**src/rtl/otg_tmr_pkg.sv**
```systemverilog
package otg_tmr_pkg;
  localparam int unsigned WORD_W = 32;
  localparam int unsigned EN_POS = 31;
  localparam int unsigned CNT_W  = 27;

  typedef logic [WORD_W-1:0] word_t;
  typedef logic [CNT_W-1:0]  cnt_t;

  typedef struct packed {
    logic arm;
    logic disarm;
    cnt_t delay;
  } cmd_t;
endpackage

```
**src/rtl/otg_tmr_cmd.sv**
```systemverilog
module otg_tmr_cmd #(
  parameter int unsigned WORD_W = otg_tmr_pkg::WORD_W,
  parameter int unsigned EN_POS = otg_tmr_pkg::EN_POS,
  parameter int unsigned CNT_W  = otg_tmr_pkg::CNT_W
) (
  input  logic              wr_en_i,
  input  logic [WORD_W-1:0] wr_data_i,
  output logic              arm_o,
  output logic              disarm_o,
  output logic [CNT_W-1:0]  delay_o
);
  assign arm_o    = wr_en_i &&  wr_data_i[EN_POS];
  assign disarm_o = wr_en_i && !wr_data_i[EN_POS];
  // bits between the count field and the enable are ignored here
  assign delay_o  = wr_data_i[CNT_W-1:0];
endmodule

```
**src/rtl/otg_tmr_count.sv**
```systemverilog
module otg_tmr_count #(
  parameter int unsigned CNT_W = otg_tmr_pkg::CNT_W
) (
  input  logic             clk_i,
  input  logic             rst_ni,
  input  logic             arm_i,
  input  logic             disarm_i,
  input  logic [CNT_W-1:0] delay_i,
  output logic             hit_o,
  output logic             pulse_o
);
  logic [CNT_W-1:0] cnt_q;
  logic             armed_q;

  // expiry this edge, unless a write overrides it
  assign hit_o = armed_q && (cnt_q == '0) && !arm_i && !disarm_i;

  always_ff @(posedge clk_i or negedge rst_ni) begin
    if (!rst_ni) begin
      cnt_q   <= '0;
      armed_q <= 1'b0;
      pulse_o <= 1'b0;
    end else begin
      pulse_o <= hit_o;
      if (arm_i) begin
        cnt_q   <= delay_i;
        armed_q <= 1'b1;
      end else if (disarm_i || hit_o) begin
        armed_q <= 1'b0;
      end else if (armed_q) begin
        cnt_q <= cnt_q - 1'b1;
      end
    end
  end

  a_r3_load: assert property (@(posedge clk_i) disable iff (!rst_ni)
    arm_i |=> (armed_q && cnt_q == $past(delay_i)));
  a_r3_decrement: assert property (@(posedge clk_i) disable iff (!rst_ni)
    (armed_q && cnt_q != '0 && !arm_i && !disarm_i) |=> (cnt_q == $past(cnt_q) - 1'b1));
  a_r7_single_pulse: assert property (@(posedge clk_i) disable iff (!rst_ni)
    pulse_o |=> !pulse_o);
  a_r5_cancel: assert property (@(posedge clk_i) disable iff (!rst_ni)
    disarm_i |=> !pulse_o);
endmodule

```
**src/rtl/otg_tmr_word.sv**
```systemverilog
module otg_tmr_word #(
  parameter int unsigned WORD_W = otg_tmr_pkg::WORD_W
) (
  input  logic              clk_i,
  input  logic              rst_ni,
  input  logic              wr_en_i,
  input  logic [WORD_W-1:0] wr_data_i,
  input  logic              clr_i,
  output logic [WORD_W-1:0] word_o
);
  always_ff @(posedge clk_i or negedge rst_ni) begin
    if (!rst_ni)      word_o <= '0;
    else if (wr_en_i) word_o <= wr_data_i;
    else if (clr_i)   word_o <= '0;
  end

  a_r2_store: assert property (@(posedge clk_i) disable iff (!rst_ni)
    wr_en_i |=> (word_o == $past(wr_data_i)));
endmodule

```
**src/rtl/otg_tmr.sv**
```systemverilog
module otg_tmr #(
  parameter int unsigned WORD_W = otg_tmr_pkg::WORD_W,
  parameter int unsigned EN_POS = otg_tmr_pkg::EN_POS,
  parameter int unsigned CNT_W  = otg_tmr_pkg::CNT_W
) (
  input  logic              clk_i,
  input  logic              rst_ni,
  input  logic              wr_en_i,
  input  logic [WORD_W-1:0] wr_data_i,
  output logic [WORD_W-1:0] rd_data_o,
  output logic              timeout_o
);
  logic             arm, disarm, hit;
  logic [CNT_W-1:0] delay;

  otg_tmr_cmd #(.WORD_W(WORD_W), .EN_POS(EN_POS), .CNT_W(CNT_W)) u_cmd (
    .wr_en_i  (wr_en_i),
    .wr_data_i(wr_data_i),
    .arm_o    (arm),
    .disarm_o (disarm),
    .delay_o  (delay)
  );

  otg_tmr_count #(.CNT_W(CNT_W)) u_count (
    .clk_i   (clk_i),
    .rst_ni  (rst_ni),
    .arm_i   (arm),
    .disarm_i(disarm),
    .delay_i (delay),
    .hit_o   (hit),
    .pulse_o (timeout_o)
  );

  otg_tmr_word #(.WORD_W(WORD_W)) u_word (
    .clk_i    (clk_i),
    .rst_ni   (rst_ni),
    .wr_en_i  (wr_en_i),
    .wr_data_i(wr_data_i),
    .clr_i    (hit),
    .word_o   (rd_data_o)
  );

  a_r6_cleared_on_pulse: assert property (@(posedge clk_i) disable iff (!rst_ni)
    timeout_o |-> (rd_data_o == '0));
  a_r10_write_wins: assert property (@(posedge clk_i) disable iff (!rst_ni)
    wr_en_i |=> !timeout_o);
endmodule

```
**config.mk**
```make
export PLATFORM = sky130hd
export DESIGN_NAME = otg_tmr
export DESIGN_NICKNAME = d
export VERILOG_FILES = /design/src/rtl/otg_tmr_pkg.sv /design/src/rtl/otg_tmr_cmd.sv /design/src/rtl/otg_tmr_count.sv /design/src/rtl/otg_tmr_word.sv /design/src/rtl/otg_tmr.sv
export SDC_FILE = /design/constraint.sdc
export NUM_CORES = 1
export LEC_CHECK = 0
export BUFFER_PORTS_ARGS = -buffer_cell sky130_fd_sc_hd__buf_4
export CAP_MARGIN = 20
export CORE_MARGIN = 5
export CORE_UTILIZATION = 54
export CTS_CLUSTER_SIZE = 8
export DETAILED_ROUTE_END_ITERATION = 16
export PLACE_DENSITY = 0.8
export SLEW_MARGIN = 20
export SYNTH_ARGS = -nofsm -noshare
export SYNTH_HDL_FRONTEND = slang
export SYNTH_SLANG_ARGS = --single-unit
export TNS_END_PERCENT = 5
```
**constraint.sdc**
```tcl
create_clock -name clk_i -period 3.01 [get_ports clk_i]
set_input_delay 0.4515 -clock clk_i [delete_from_list [all_inputs] [get_ports clk_i]]
set_output_delay 0.4515 -clock clk_i [all_outputs]
set_load 0.01 [all_outputs]
```
* After elaboration in Yosys (flattened, before gate mapping) *
Index checks and enable logic that the tools add are counted.
Widths: inputs -> output; s select.

operators by class
  add/subtract/negate cells = 1
  multiply operators = 0
  div/mod/pow operators = 0
  magnitude comparators = 0
  equal/unequal tests = 1
  shift-type cells = 0
  multiplexer cells = 7
  bitwise gates (word level) = 0
  reduce and logical (&&, ||, !) cells = 14

operator list
  operator               count
  $mux 27                3
  $mux 32                2
  $logic_not 27->1       1
  $sub 27x1->27 const B  1
  $reduce_bool 2->1      3
  $logic_and 1x1->1      5
  $logic_not 1->1        3
  $mux 1                 2
  $ne 2x1->1 const B     1
  $reduce_and 2->1       1
  $logic_or 1x1->1       1

word-level totals
  register bits = 61
  latch bits = 0
  memory bits (writable) = 0
  memory bits (read-only) = 0
  bits of input ports = 35
  output and inout port bits = 33
  memories = 0

* Logic depth before layout (Yosys ltp) *
  depth after elaboration = 7
  depth in mapped cells = 8
  gate-level depth less buffers = 7

* Cells and area by module *
Synthesis repeated with hierarchy kept, for this count alone.

unflattened totals
  cell total of the unflattened synthesis = 303
  area, all modules = 3215.6 sq um

by module, submodules not included
  module         instances  cells an instance  area each (sq um)
  otg_tmr_count  1          202                1823.0
  otg_tmr_word   1          72                 1173.6
  otg_tmr_cmd    1          29                 219.0

* Least setup slack after synthesis *
Ideal clock, no wire load.

  path kind = reg-to-reg
  start = register u_count.cnt_q[0]
  end = register u_count.cnt_q[2]
  arrival time = 2229 ps
  path slack = 652 ps
  stages on the path, launching flop included = 9
  buffers on the path = 1
  cell sequence = dfrtp_1 inv_1 ha_1 or3b_1 or4_4 buf_6 o211ai_4 xor2_1 o21ai_1

between the ends
  word-level cells in the longest chain between the ends = 7
  elaborated cells between the ends (all ways) = 11
  classes of those cells = add/sub (1); eq/ne (1); mux (3); reduce/logical (6)

ends and longest elaborated chain
  what                                                                   RTL line             source
  start: declaration                                                     otg_tmr_count.sv:12  logic [CNT_W-1:0] cnt_q;
  start signal: assignment                                               otg_tmr_count.sv:26  cnt_q <= delay_i;
  start signal: assignment                                               otg_tmr_count.sv:31  cnt_q <= cnt_q - 1'b1;
  parallel branches: the longest is 7 deep, another holds $sub 27x1->27  --

Parallel ways; which one is timed is not known. The select of a mux whose other input is x is not followed.
A chain may end at the register's enable or synchronous reset.

* Worst setup path after layout *
Same ends and word-level chain as after synthesis.

==> metrics.txt <==
global route overflow 0; fmax 381.4 MHz; Hold Fails Final Rpt 0; Synth Register Bits 61; Ant. Diodes 0; CORE AREA 0.005507 mm2; Yosys top cell area share 0.4994; CTS H-tree lvls 3; # resized after CTS 0; Cells after Synth 339; DRT Pass-1 Iters 4; drc violations 0; IO Port Bufs 67; GRT met3 Usage 0.05534; R2R cell count 7; hold slack 0.1716 ns; synth warn 0; CTS tree yes; routed len/inst 15.31 um; Crit Path Max Fanout 10; startpoint types flop; final net count 437; unique cell type count in the Yosys netlist 43; vias in the first global route 2610; later-pin clock latency in the skew report 0.34 ns; Max clock buf depth 2; Syn-to-layout area delta 24.03%; Crit path largest cell delay 0.62 ns; die width 85.24 um; number of vias per cell 5.705; WP data required 3.23 ns; Critical Path Sink Type flop; post-DP HPWL 5116 um; Seq/Total Area, Yosys 0.4994; critical path's top delay family simple AND/OR/NAND/NOR gates; actual slew at the worst max-slew pin 0.7588 ns; RSZ-0062 raised after global routing false; CTS hold repair buffers 0; Tmin final 2.622 ns; Tcrit/Tclk final 0.8711; mapped cell area 0.003057 mm2; clock-pin slew on the worst setup and hold paths 0.07 ns; root buffer cell clkbuf_8; Critical path buffers and inverters 1; busiest grt layer met2; detailed-route via count 2727; static leakage 0.001667 uW; Setup Skew 0.006818 ns; routability congestion estimate from global placement 0.8725; met1 usage 0.2900; worst setup path class flop to flop; Antenna Violating Nets Remaining 0; IR drop worst, VDD 353.4 uV; final setup fails 0; wirelength, routed 7318 um; met2 Resource Use GR 0.3312; total CTS buffers 9; Iter 0 DRT Violations 190; num rows 27; clock sink count 61; top post-synthesis cells by area dfrtp_1 50%, nand2_1 11%, o21ai_0 5.9%; final setup TNS 0 ns; Starting Density 0.5551; crit-path cells inv_1 > ha_1 > or3b_1 > or4_4 > o211ai_4 > xor2_1 > o21ai_1; pin count of the biggest net entering global routing 69; All-Layer GR Usage 0.2145; global-route wire length before repair 12350 um; Ports 68; Slew headroom 0.4941; WP data arrival 2.84 ns; area leader, netlist dfrtp_1; Hold Path Class input pin to async pin; share of layout cells above drive strength 1 0.2414; Pwr per Cell Area 553.1 mW/mm2; max cap viols 0; chip height 85.24 um; antenna violations before repair 0; Die ar. 0.007265 mm2; Synth Net Count 375; cell count along the critical path 7; mean post-synth cell area 9.017 um2; final max-slew violation count 0; Max stage delay cell, worst path or4_4; status finished clean; Post-CTS Setup Bufs 0
-- final timing paths --
check,startpoint,to,slack [ns]
max in group asynchronous,rst_ni,u_count.cnt_q[17]$_DFFE_PN0P_,2.33
min in group clk_i,wr_data_i[27],u_word.word_o[27]$_DFFE_PN0P_,0.31
worst max-delay path,u_count.cnt_q[0]$_DFFE_PN0P_,u_count.cnt_q[2]$_DFFE_PN0P_,0.39
worst min-delay path,rst_ni,u_word.word_o[19]$_DFFE_PN0P_,0.17
worst max register to register,u_count.cnt_q[0]$_DFFE_PN0P_,u_count.cnt_q[2]$_DFFE_PN0P_,0.39
worst min register to register,u_word.word_o[15]$_DFFE_PN0P_,u_word.word_o[15]$_DFFE_PN0P_,0.52
-- where the power goes --
part / switching, uW / total, uW / internal, uW
clock network: 318 / 721 / 403
logic: 199 / 372 / 173
registers: 90.7 / 1000 / 914
-- metal layers --
metal,up-vias,share of wire
met3,15,0.061
met5,-,0
met1,1313,0.44
met2,78,0.47
met4,0,0.022
li1,1321,-
-- cells by family after synthesis --
family | count (synthesis) | share of synthesized area
compound gates | 77 | 0.1617
xor+xnor | 11 | 0.03152
fa+ha+maj | 1 | 0.004093
buf+inv | 25 | 0.03520
flops | 61 | 0.4994
mux | 1 | 0.003275
simple gates | 163 | 0.2648
-- stage by stage --
stage,setup slack [ns],instances,area [um2],utilization,total power [uW]
final,0.3881,478,3791,0.6885,2097
after global routing,0.2666,478,3791,0.6885,2208
after detailed placement,0.4166,462,3598,0.6535,1391
after floorplan,0.6516,339,3057,-,1215
after CTS,0.4078,478,3791,0.6885,2112
after global placement,0.4606,462,3598,0.6535,1377
-- registers in the layout (all words and copies together) (netlist names) --
name             cells
u_word.word_o       32
u_count.cnt_q       27
u_count.armed_q      1
u_count.pulse_o      1
-- synthesized netlist by cell type, drive strengths merged --
cell	instances
ha	1
o41ai	3
a21oi	1
inv	3
or3b	1
a21o	1
dfrtp	61
o21ai	48
a2111oi	3
nor3	8
o311ai	3
nor2b	2
o31ai	3
mux2i	1
a211oi	2
clkbuf	16
o211ai	6
or4	12
nand4	3
nand2	88
or2	4
nor4	4
or3	8
nor2	15
xor2	3
nand4b	2
nand3	7
nand3b	3
a31oi	7
xnor2	8
buf	6
and2	2
nor4b	3
or4b	1
-- cell usage in the layout, fill, tap and decap left out, types with 3 or more instances in the layout --
cell type  instances
a2111oi_0          3
a31oi_1            7
buf_4             73
clkbuf_8          10
dfrtp_1           61
inv_1              3
nand2_1           88
nand3_1            7
nand3b_1           3
nand4_1            3
nor2_1            15
nor3_1             8
nor4_1             3
o211ai_1           5
o21ai_0           36
o21ai_1           10
o31ai_1            3
o41ai_1            3
or2_2              3
or3_1              8
or4_1             10
xnor2_1            8
xor2_1             3
-- layout make-up --
type | instances | area (um2)
timing repair buffer | 73 | 548.0
sequential | 61 | 1526
clock buffer | 12 | 145.1
inverter | 3 | 11.26
fill | 440 | 1715
tap | 72 | 90.09
clock inverter | 4 | 47.55
multi-input combinational | 253 | 1423
(Power assumes the default switching activity.)
